===== src/rtl/seqmath_pkg.sv =====
package seqmath_pkg;

  typedef enum logic [2:0] {
    OP_DIV32, OP_DIV16, OP_MUL, OP_SHIFT, OP_NORM
  } op_e;

  typedef enum logic [2:0] {
    S_IDLE, S_LOAD, S_RUN, S_DONE, S_ERR
  } seq_st_e;

  typedef struct packed {
    logic [31:0] hi;
    logic [15:0] lo;
    logic [4:0]  expo;
    logic        ovf;
    logic        zro;
  } result_t;

  function automatic logic [4:0] lead_zeros(input logic [31:0] v);
    logic [4:0] z;
    logic       hit;
    z   = 5'd0;
    hit = 1'b0;
    for (int i = 31; i >= 0; i--) begin
      if (!hit) begin
        if (v[i]) hit = 1'b1;
        else      z   = z + 5'd1;
      end
    end
    return z;
  endfunction

  function automatic result_t run_op(input op_e op, input logic [31:0] a,
                                     input logic [15:0] b, input logic [4:0] n,
                                     input logic right);
    result_t r;
    r = '0;
    case (op)
      OP_DIV32: begin
        if (b == 16'h0) begin
          r.hi  = '1;
          r.lo  = a[15:0];
          r.ovf = 1'b1;
        end else begin
          r.hi = a / {16'h0, b};
          r.lo = 16'(a % {16'h0, b});
        end
      end
      OP_DIV16: begin
        if (b == 16'h0) begin
          r.hi  = {16'hFFFF, 16'h0};
          r.lo  = a[15:0];
          r.ovf = 1'b1;
        end else begin
          r.hi = {a[15:0] / b, 16'h0};
          r.lo = a[15:0] % b;
        end
      end
      OP_MUL:   r.hi = {16'h0, a[15:0]} * {16'h0, b};
      OP_SHIFT: r.hi = right ? (a >> n) : (a << n);
      OP_NORM: begin
        if (a == 32'h0) begin
          r.expo = 5'd31;
          r.zro  = 1'b1;
        end else begin
          r.expo = lead_zeros(a);
          r.hi   = a << r.expo;
        end
      end
      default: r = '0;
    endcase
    return r;
  endfunction

endpackage


===== src/rtl/seqmath_seq.sv =====
module seqmath_seq
  import seqmath_pkg::*;
(
  input  logic        clk,
  input  logic        rst_n,
  input  logic        wr_a,
  input  logic        wr_b,
  input  logic        wr_x,
  input  logic        rd_dat,
  input  logic        go_wr,
  input  logic        norm_sel,
  input  logic        restart,
  input  logic        fin,
  input  logic [7:0]  wdata,
  output logic        start,
  output op_e         op,
  output logic [31:0] opa_nx,
  output logic [15:0] opb_nx,
  output logic        err_evt,
  output seq_st_e     st
);

  seq_st_e     st_nx;
  logic [2:0]  na, na_nx, nb, nb_nx;
  logic        first_b, first_b_nx;
  logic [31:0] opa;
  logic [15:0] opb;
  logic        bad;

  always_comb begin
    st_nx      = st;
    na_nx      = na;
    nb_nx      = nb;
    first_b_nx = first_b;
    opa_nx     = opa;
    opb_nx     = opb;
    start      = 1'b0;
    op         = OP_DIV32;
    bad        = 1'b0;
    case (st)
      S_IDLE, S_DONE: begin
        if (wr_a) begin
          st_nx = S_LOAD; first_b_nx = 1'b0; na_nx = 3'd1; nb_nx = 3'd0;
          opa_nx = {24'h0, wdata}; opb_nx = 16'h0;
        end else if (wr_b) begin
          st_nx = S_LOAD; first_b_nx = 1'b1; na_nx = 3'd0; nb_nx = 3'd1;
          opb_nx = {8'h0, wdata}; opa_nx = 32'h0;
        end else if (wr_x || go_wr || (rd_dat && st == S_IDLE)) begin
          bad = 1'b1;
        end
      end
      S_LOAD: begin
        if (!first_b) begin
          if (wr_a) begin
            if (nb == 3'd0 && na < 3'd4) begin
              opa_nx[{na[1:0], 3'b000} +: 8] = wdata;
              na_nx = na + 3'd1;
            end else bad = 1'b1;
          end else if (wr_b) begin
            if (na == 3'd2 || na == 3'd4) begin
              opb_nx[{nb[0], 3'b000} +: 8] = wdata;
              nb_nx = nb + 3'd1;
              if (nb == 3'd1) begin
                start = 1'b1;
                op    = (na == 3'd4) ? OP_DIV32 : OP_DIV16;
                st_nx = S_RUN;
              end
            end else bad = 1'b1;
          end else if (go_wr) begin
            if (na == 3'd4 && nb == 3'd0) begin
              start = 1'b1;
              op    = norm_sel ? OP_NORM : OP_SHIFT;
              st_nx = S_RUN;
            end else bad = 1'b1;
          end else if (wr_x || rd_dat) bad = 1'b1;
        end else begin
          if (wr_b) begin
            if (nb == 3'd1 && na == 3'd0) begin
              opb_nx[15:8] = wdata;
              nb_nx = 3'd2;
            end else bad = 1'b1;
          end else if (wr_a) begin
            if (nb == 3'd2) begin
              opa_nx[{na[0], 3'b000} +: 8] = wdata;
              na_nx = na + 3'd1;
              if (na == 3'd1) begin
                start = 1'b1;
                op    = OP_MUL;
                st_nx = S_RUN;
              end
            end else bad = 1'b1;
          end else if (go_wr || wr_x || rd_dat) bad = 1'b1;
        end
      end
      S_RUN: begin
        if (wr_a || wr_b || wr_x || go_wr) bad = 1'b1;
        else if (fin) st_nx = S_DONE;
      end
      default: ;
    endcase
    if (bad) begin
      st_nx = S_ERR;
      start = 1'b0;
    end
    if (restart) begin
      st_nx = S_IDLE;
      start = 1'b0;
    end
  end

  assign err_evt = bad && !restart;

  always_ff @(posedge clk) begin
    if (!rst_n) begin
      st      <= S_IDLE;
      na      <= 3'd0;
      nb      <= 3'd0;
      first_b <= 1'b0;
      opa     <= 32'h0;
      opb     <= 16'h0;
    end else begin
      st      <= st_nx;
      na      <= na_nx;
      nb      <= nb_nx;
      first_b <= first_b_nx;
      opa     <= opa_nx;
      opb     <= opb_nx;
    end
  end


  err_hold_chk: assert property (@(posedge clk) disable iff (!rst_n)
    (st == S_ERR && !restart) |=> (st == S_ERR));


  done_reload_chk: assert property (@(posedge clk) disable iff (!rst_n)
    (st == S_DONE && (wr_a || wr_b) && !restart) |=> (st == S_LOAD));

endmodule


===== src/rtl/seqmath_exec.sv =====
module seqmath_exec
  import seqmath_pkg::*;
#(
  parameter int LONG_CYC  = 36,
  parameter int SHORT_CYC = 24
) (
  input  logic        clk,
  input  logic        rst_n,
  input  logic        start,
  input  op_e         op,
  input  logic [31:0] opa,
  input  logic [15:0] opb,
  input  logic [4:0]  sh_cnt,
  input  logic        sh_right,
  input  logic        abort,
  input  logic        clear,
  input  logic        pop_a,
  input  logic        pop_b,
  output logic        busy,
  output logic        fin,
  output result_t     res
);

  localparam int CNT_W = $clog2(LONG_CYC + 1);

  logic [CNT_W-1:0] cnt;
  logic             short_op;

  assign short_op = (op == OP_DIV16) || (op == OP_MUL);
  assign fin      = busy && (cnt == CNT_W'(1));

  always_ff @(posedge clk) begin
    if (!rst_n) begin
      busy <= 1'b0;
      cnt  <= '0;
      res  <= '0;
    end else if (clear) begin
      busy <= 1'b0;
      cnt  <= '0;
      res  <= '0;
    end else if (abort) begin
      busy <= 1'b0;
      cnt  <= '0;
    end else if (start) begin
      res  <= run_op(op, opa, opb, sh_cnt, sh_right);
      busy <= 1'b1;
      cnt  <= short_op ? CNT_W'(SHORT_CYC) : CNT_W'(LONG_CYC);
    end else begin
      if (busy) begin
        if (cnt == CNT_W'(1)) busy <= 1'b0;
        cnt <= cnt - CNT_W'(1);
      end
      if (pop_a) res.hi <= {res.hi[23:0], 8'h00};
      if (pop_b) res.lo <= {res.lo[7:0], 8'h00};
    end
  end


  start_busy_chk: assert property (@(posedge clk) disable iff (!rst_n)
    (start && !abort && !clear) |=> busy);


  norm_zero_chk: assert property (@(posedge clk) disable iff (!rst_n)
    (start && !abort && !clear && op == OP_NORM && opa == 32'h0)
      |=> (res.zro && res.expo == 5'd31 && res.hi == 32'h0));

endmodule


===== src/rtl/seqmath_top.sv =====
module seqmath_top
  import seqmath_pkg::*;
#(
  parameter int ADDR_W    = 3,
  parameter int A_ADDR    = 0,
  parameter int B_ADDR    = 1,
  parameter int X_ADDR    = 2,
  parameter int CFG_ADDR  = 3,
  parameter int STAT_ADDR = 4,
  parameter int LONG_CYC  = 36,
  parameter int SHORT_CYC = 24
) (
  input  logic              clk,
  input  logic              rst_n,
  input  logic [ADDR_W-1:0] bus_addr,
  input  logic              bus_wr,
  input  logic              bus_rd,
  input  logic [7:0]        bus_wdata,
  output logic [7:0]        bus_rdata
);

  logic    sel_a, sel_b, sel_x, sel_cfg, sel_st;
  logic    wr_a, wr_b, wr_x, rd_dat, go_wr, restart;
  logic    pop_a, pop_b;
  logic [6:0] cfg, cfg_nx;
  logic    start, err_evt, busy, fin;
  op_e     op;
  logic [31:0] opa_nx;
  logic [15:0] opb_nx;
  seq_st_e st;
  result_t res;
  logic    in_done, in_err;

  assign sel_a   = bus_addr == ADDR_W'(A_ADDR);
  assign sel_b   = bus_addr == ADDR_W'(B_ADDR);
  assign sel_x   = bus_addr == ADDR_W'(X_ADDR);
  assign sel_cfg = bus_addr == ADDR_W'(CFG_ADDR);
  assign sel_st  = bus_addr == ADDR_W'(STAT_ADDR);

  assign wr_a    = bus_wr && sel_a;
  assign wr_b    = bus_wr && sel_b;
  assign wr_x    = bus_wr && sel_x;
  assign rd_dat  = bus_rd && !bus_wr && (sel_a || sel_b || sel_x);
  assign go_wr   = bus_wr && sel_cfg && bus_wdata[7];
  assign restart = bus_wr && sel_st && bus_wdata[0];
  assign cfg_nx  = (bus_wr && sel_cfg) ? bus_wdata[6:0] : cfg;

  assign in_done = st == S_DONE;
  assign in_err  = st == S_ERR;
  assign pop_a   = bus_rd && !bus_wr && sel_a && in_done;
  assign pop_b   = bus_rd && !bus_wr && sel_b && in_done;

  always_ff @(posedge clk) begin
    if (!rst_n) cfg <= 7'h0;
    else        cfg <= cfg_nx;
  end

  seqmath_seq i_seq (
    .clk     (clk),
    .rst_n   (rst_n),
    .wr_a    (wr_a),
    .wr_b    (wr_b),
    .wr_x    (wr_x),
    .rd_dat  (rd_dat),
    .go_wr   (go_wr),
    .norm_sel(cfg_nx[6]),
    .restart (restart),
    .fin     (fin),
    .wdata   (bus_wdata),
    .start   (start),
    .op      (op),
    .opa_nx  (opa_nx),
    .opb_nx  (opb_nx),
    .err_evt (err_evt),
    .st      (st)
  );

  seqmath_exec #(
    .LONG_CYC (LONG_CYC),
    .SHORT_CYC(SHORT_CYC)
  ) i_exec (
    .clk     (clk),
    .rst_n   (rst_n),
    .start   (start),
    .op      (op),
    .opa     (opa_nx),
    .opb     (opb_nx),
    .sh_cnt  (cfg_nx[4:0]),
    .sh_right(cfg_nx[5]),
    .abort   (err_evt || restart),
    .clear   (restart),
    .pop_a   (pop_a),
    .pop_b   (pop_b),
    .busy    (busy),
    .fin     (fin),
    .res     (res)
  );

  always_comb begin
    bus_rdata = 8'h00;
    if (bus_rd) begin
      if (sel_a)        bus_rdata = in_done ? res.hi[31:24] : 8'h00;
      else if (sel_b)   bus_rdata = in_done ? res.lo[15:8] : 8'h00;
      else if (sel_x)   bus_rdata = in_done ? {3'b000, res.expo} : 8'h00;
      else if (sel_cfg) bus_rdata = {1'b0, cfg};
      else if (sel_st)  bus_rdata = {3'b000, in_done, res.zro, res.ovf, in_err, busy};
    end
  end


  busy_rd_zero_chk: assert property (@(posedge clk) disable iff (!rst_n)
    (busy && bus_rd && (sel_a || sel_b || sel_x)) |-> (bus_rdata == 8'h00));


  busy_err_excl_chk: assert property (@(posedge clk) disable iff (!rst_n)
    busy |-> (st == S_RUN));


  restart_idle_chk: assert property (@(posedge clk) disable iff (!rst_n)
    restart |=> (!busy && st == S_IDLE));


  fin_done_chk: assert property (@(posedge clk) disable iff (!rst_n)
    (fin && !err_evt && !restart) |=> (in_done && !busy));

endmodule


===== config.mk =====
export PLATFORM = sky130hd
export DESIGN_NAME = seqmath_top
export DESIGN_NICKNAME = d
export VERILOG_FILES = /design/src/rtl/seqmath_pkg.sv /design/src/rtl/seqmath_seq.sv /design/src/rtl/seqmath_exec.sv /design/src/rtl/seqmath_top.sv
export SDC_FILE = /design/constraint.sdc
export NUM_CORES = 2
export LEC_CHECK = 0
export ABC_CLOCK_PERIOD_IN_PS = 225800
export CAP_MARGIN = 10
export CORE_UTILIZATION = 25
export DETAILED_ROUTE_END_ITERATION = 16
export PLACE_DENSITY = 0.35
export SYNTH_ARGS = -nofsm -noshare
export SYNTH_HDL_FRONTEND = slang
export SYNTH_SLANG_ARGS = --single-unit

===== constraint.sdc =====
create_clock -name clk -period 225.8 [get_ports clk]
set_input_delay 56.45 -clock clk [delete_from_list [all_inputs] [get_ports clk]]
set_output_delay 56.45 -clock clk [all_outputs]
set_load 0.02 [all_outputs]

# [After elaboration in Yosys (flattened, before gate mapping)]
# Cells that the tools add are included.
[word_totals] register_bits=127 latchBits=0 mem_bits_rw=0 romBits=0 input_bits=15 out_inout_bits=8 wordCells=815 mem_count=0
[classes] n_addsub=37 mul=1 div_mod_pow=4 magnitude_cmp=1 eq_ne=49 shift=9 mux=637 bitwise_logic=2 n_reduce_logical=60
[ops] op="$mux 5" n=258
[ops] op="$mux 32" n=11
[ops] op="$mux 1" n=289
[ops] op="$pmux 32 s5" n=1
[ops] op="$add 5x1->5 const B" n=31
[ops] op="$mux 48" n=3
[ops] op="$mux 3" n=43
[ops] op="$mux 16" n=6
[ops] op="$mux 8" n=9
[ops] op="$bwmux 32" n=2
[ops] op="$pmux 16 s2" n=2
[ops] op="$pmux 32 s2" n=1
[ops] op="$shl 32x5->32" n=2
[ops] op="$div 32x16->32" n=1
[ops] op="$logic_not 32->1" n=1
[ops] op="$mod 32x16->32" n=1
[ops] op="$mul 16x16->32" n=1
[ops] op="$shift 8x6->32 const A" n=1
[ops] op="$shift 8x7->32 const A" n=1
[ops] op="$shiftx 8x6->32" n=1
[ops] op="$shiftx 8x7->32" n=1
[ops] op="$shr 32x5->32" n=1
[ops] op="$reduce_and 13->1" n=2
[ops] op="$eq 3x2->1 const B" n=8
[ops] op="other kinds (43)" n=123

# [Longest topological paths before layout]
[depth] word_depth=300 mapped_depth=492 mapped_depth_nobuf=464

# [Hierarchy]
# From an unflattened synthesis, not the netlist that was laid out.
[hier_totals] cells_unflattened=7144 hier_area_um2=51504.4
[by_module_without_submodules] mod="seqmath_exec" instances=1 cells_each=6640 area_per_inst_um2=47359.2 seq_area_each_um2=1241.2
[by_module_without_submodules] mod="seqmath_seq" instances=1 cells_each=405 area_per_inst_um2=3395.8 seq_area_each_um2=1161.1
[by_module_without_submodules] mod="seqmath_top" instances=1 cells_each=99 area_per_inst_um2=749.5 seq_area_each_um2=140.1

# [Worst setup path before layout]
# Ideal clock, no wire load.
[synth_path] path_type="input-to-reg" startpoint="in bus_addr[2]" endpoint="reg, netlist name i_exec.res[16]" setup_time_ns=0.122 arrival_time_ns=152.771 t_required_ns=225.678 setup_slack_ns=72.907 path_stages=472 path_buffers=44 cell_sequence="buf_2 or3b_1 buf_2 or3_1 buf_2 and2_1 a22oi_1 ha_1 a21oi_1 ha_1 o21a_1 nor2_1 nor4_1 mux2i_1 ha_1 o21a_1 o21a_1 nor2_1 [436 not listed] o21bai_1 a21oi_1 o21bai_1 a21oi_1 o21ai_0 a21oi_1 o21bai_1 a21oi_1 o41ai_1 a21oi_1 nor2b_1 or4_1 a221oi_2 nand4_2 buf_6 nor3_2 o21ai_1 a311o_1"
[synth_via] elab_chain_len=15 elab_cells_between_ends=88 cone_classes="2 x div; 5 x eq/ne; 51 x mux; 1 x bitwise; 29 x reduce/logical"
[synth_rtl] element="start: declaration" line_no="seqmath_top.sv:15" source="input logic [ADDR_W-1:0] bus_addr,"
[synth_rtl] element="branches (longest 15 deep; another with $mod 32x16->32)"
# Parallel ways; which one is timed is not known.
# A chain may end at the register's enable or synchronous reset.

# [Worst setup path in the final report]
[layout_path] startpoint="in bus_wr" endpoint="reg, netlist name i_exec.res[8]"
[layout_via] elab_chain_len=14 elab_cells_between_ends=83 cone_classes="2 x div; 1 x eq/ne; 51 x mux; 1 x bitwise; 28 x reduce/logical"
[layout_rtl] element="start: declaration" line_no="seqmath_top.sv:16" source="input logic bus_wr,"
[layout_rtl] element="branches (longest 14 deep; another with $mod 32x16->32)"
# Parallel ways; which one is timed is not known.

==> flow_summary_export.csv <==
group,metric,value,unit
status,run_status,"finished clean",
synthesis,synthArstFlopShare,0,%
route,routed_wirelength,247000,um
synthesis,synth_top_family_by_area,"compound AO/OA/AOI/OAI gates",
synthesis,synth_seq_cells,127,
timing,worst_clock_skew,0.0267,ns
clock_tree,clock-sinks,127,
synthesis,syn_area,51000,um^2
synthesis,synth_top_area_cell,"ha_1",
worst_setup_path,cp_max_fo,31,
synthesis,netlist.area_leader.share,16.6,%
clock_tree,clockBufferDepth,2,
global_route,gr-usage-all-layers,23.5,%
die,die_area,206000,um^2
clock_tree,clk_latency,0.47,ns
cells_and_area,fillers,22468,
cells_and_area,fin_nets,7982,
synthesis,synth_edf_count,0,
synthesis,seq_area_frac_synth,4.99,%
route,routedWlPerCell,25.2,um
worst_setup_path,critical-path-slowest-cell,"nor4b_2",
hold_path,hold_path_depth,2,
timing,min_period_over_period,73.2,%
global_route,grt_pass1_vias,53191,
synthesis,synth_area_leaders,"ha_1 (17%), fa_1 (7.7%), nand2_1 (6.3%), a21oi_1 (5.4%), dfxtp_1 (5.0%)",
timing,finalHoldViolCount,0,
clock_tree,cts-root-buf,"clkbuf_16",
worst_setup_path,r2r_start,"i_seq.na[0]",
worst_setup_path,r2r_end,"i_exec.res[8]",
synthesis,synthesis.instances,7193,
timing,max_freq,0.00605,GHz
clock_tree,htree_levels,4,
global_route,grt_max_degree,68,
die,die_w,454,um
clock_tree,cts_tree,"done",
placed_design,place_inst,9745,
synthesis,synth-adder-area-share,24.6,%
route,route.detailed.drc,0,
route,top_layer_used,"met5",
cells_and_area,area_growth,8.94,%
synthesis,yosysMostFrequentCell,"nand2_1",
synthesis,synthFlopType,"dfxtp_1",
route,wl_met2,115000,um
route,wl_met1,115000,um
run,cap_violations,0,
worst_setup_path,cp.required,226.10,ns
clock_tree,cts_inserted_buffers,17,
route,via_per_inst,5.56,
synthesis,ys_types,132,
die,die_height,454,um
global_route,antenna_found_initial,20,
timing,tightest_slew,1.25,ns
hold_path,worstHoldEndpoint,"i_exec.res[6]",
route,met3WireLength,10000,um
global_route,grt_pass1_wl,362000,um
worst_setup_path,crit_family,"compound AO/OA/AOI/OAI gates",
clock_tree,cts_resized,0,
synthesis,avgSynthCellArea,7.09,um^2
clock_tree,holdBufCountCts,0,
die,initial_core_util,25.2,%
route,ant_nets,0,
worst_setup_path,r2r_setup_slack,116.42,ns
cells_and_area,area.sequential,2540,um^2
timing,min_period,165.31,ns
synthesis,muxShareOfSynthArea,5.09,%
timing,slew_headroom,15.8,%
route,vias,54372,
clock_tree,cts_setup_buffers,0,
die,rows,165,
synthesis,synth_compound_area_share,29.9,%
global_route,grt-ovfl-total,0,
die,ioPinCount,23,
worst_setup_path,cp_common_cell,"o21a_1",
route,drt_first_iter_violations,4012,
die,coreArea,202000,um^2
worst_setup_path,critPathKind,"in2reg",
cells_and_area,fin_cells,9783,
timing,rsz0062_at_grt,"false",
synthesis,yosysWarnings,0,
cells_and_area,multi_input_area,45900,um^2
worst_setup_path,start_kind,"input port",
cells_and_area,stdcell_area,55500,um^2
synthesis,synth_common_cells,"nand2_1 (852), ha_1 (678), nor2_1 (650), a21oi_1 (548), inv_1 (390)",
worst_setup_path,slowest_delay,0.90,ns
route,drtPass1Iterations,6,
placed_design,gp_congestion,0.910,
placed_design,place_area,54900,um^2
timing,finalSetupViolCount,0,
worst_setup_path,reg2regPathDepth,445,
timing,setup-tns-final,0,ns
cells_and_area,drive_above_1_share,7.89,%
worst_setup_path,crit_buf_inv,16,
hold_path,min-delay-path-class,"reg2reg",
timing,final-max-slew-violation-count,0,
placed_design,port_buffers,22,
synthesis,synth_nets,8082,
worst_setup_path,endpoint_kind,"flop",
synthesis,yosys.area_share.simple,24.3,%
worst_setup_path,worstPathArrival,165.62,ns
synthesis,synthXorXnorAreaFrac,5.60,%
clock_tree,clkSlewWorstSetupHoldPaths,0.06,ns
hold_path,hold_start,"i_exec.res[6]",
placed_design,hpwl,194000,um
## worst max-delay path by stage
stage	startpoint	endpoint	slack, ns	cells past startpoint
6_report	bus_wr	i_exec.res[8]	60.49	443
5_1_grt	bus_wr	i_exec.res[13]	51.13	446
4_1_cts	bus_wr	i_exec.res[13]	60.78	441
3_5_place_dp	bus_wr	i_exec.res[9]	60.80	441
3_3_place_gp	bus_wr	i_exec.res[8]	62.26	449
2_1_floorplan	bus_addr[2]	i_exec.res[16]	72.91	472
## cell usage in the layout, fill, tap and decap left out, drive strengths merged, types with 44 or more instances in the layout
cell type    n
mux2       119
nor2       654
mux2i      118
a211oi      83
nor3       366
nor4        45
nand4       60
a21oi      553
nand3      126
o22ai       44
and2       106
a31oi       65
nor2b       64
dfxtp      127
buf        189
a21o       134
xnor2      201
a22oi       62
nand2b      70
ha         678
o211ai      84
xor2       124
o21ai      395
and3        49
inv        399
o21a       311
or3         52
o31ai      176
fa         196
nand2      855
or2         63
## metrics by stage
step                worst slack, ns  util, %  hold WS (ns)
global placement              62.26     27.1         0.442
detailed placement            60.80     27.1         0.443
CTS                           60.78     27.4         0.453
finish                        60.49     27.4         0.452
global route                  51.13     27.4         0.476
floorplan                     72.91        -         0.427
## registers in the layout, indices dropped and copies added, names as in the netlist, 3 cells and up
| signal | flops |
|---|---|
| cfg | 7 |
| i_exec.cnt | 6 |
| i_exec.res | 55 |
| i_seq.na | 3 |
| i_seq.nb | 3 |
| i_seq.opa | 32 |
| i_seq.opb | 16 |
| i_seq.st | 3 |
## layer usage
layer | track usage [%] | vias to the layer above
met5 | 0 | -
met4 | 5.90 | 6
met3 | 2.03 | 224
met2 | 39.7 | 1284
met1 | 31.9 | 26699
li1 | - | 26159
## kinds of logic (layout without fill, tap and decap cells)
logic type | Yosys count | after routing
AND/OR/NAND/NOR | 2613 | 2613
AO/OA/AOI/OAI | 2270 | 2270
adder cells (fa/ha/maj) | 885 | 885
buffers and inverters | 735 | 648
XOR/XNOR | 325 | 325
multiplexers | 238 | 238
flip-flops | 127 | 127
other | 0 | 5
## worst reg2reg max path, delay by kind of cell (launching register included)
kind / cells / cell delay [ns]
AOI/OAI and AO/OA: 284 / 65.79
and+or+nand+nor: 103 / 26.82
adders and majority gates: 32 / 9.92
muxes: 9 / 3.27
buffers and inverters: 17 / 2.80
DFF: 1 / 0.56
## area by class of cell
class	instances	share of cell area (%)
well taps	2672	6.02
inverters	406	2.75
multi-input cells	6331	82.6
flip-flops and latches	127	4.58
diodes	5	0.0225
clock inverters	13	0.322
clock buffers	19	0.780
repair buffers	210	2.93
Power is not shown: default switching activity piles up to over one toggle a cycle in this logic, so the estimate is an artifact.
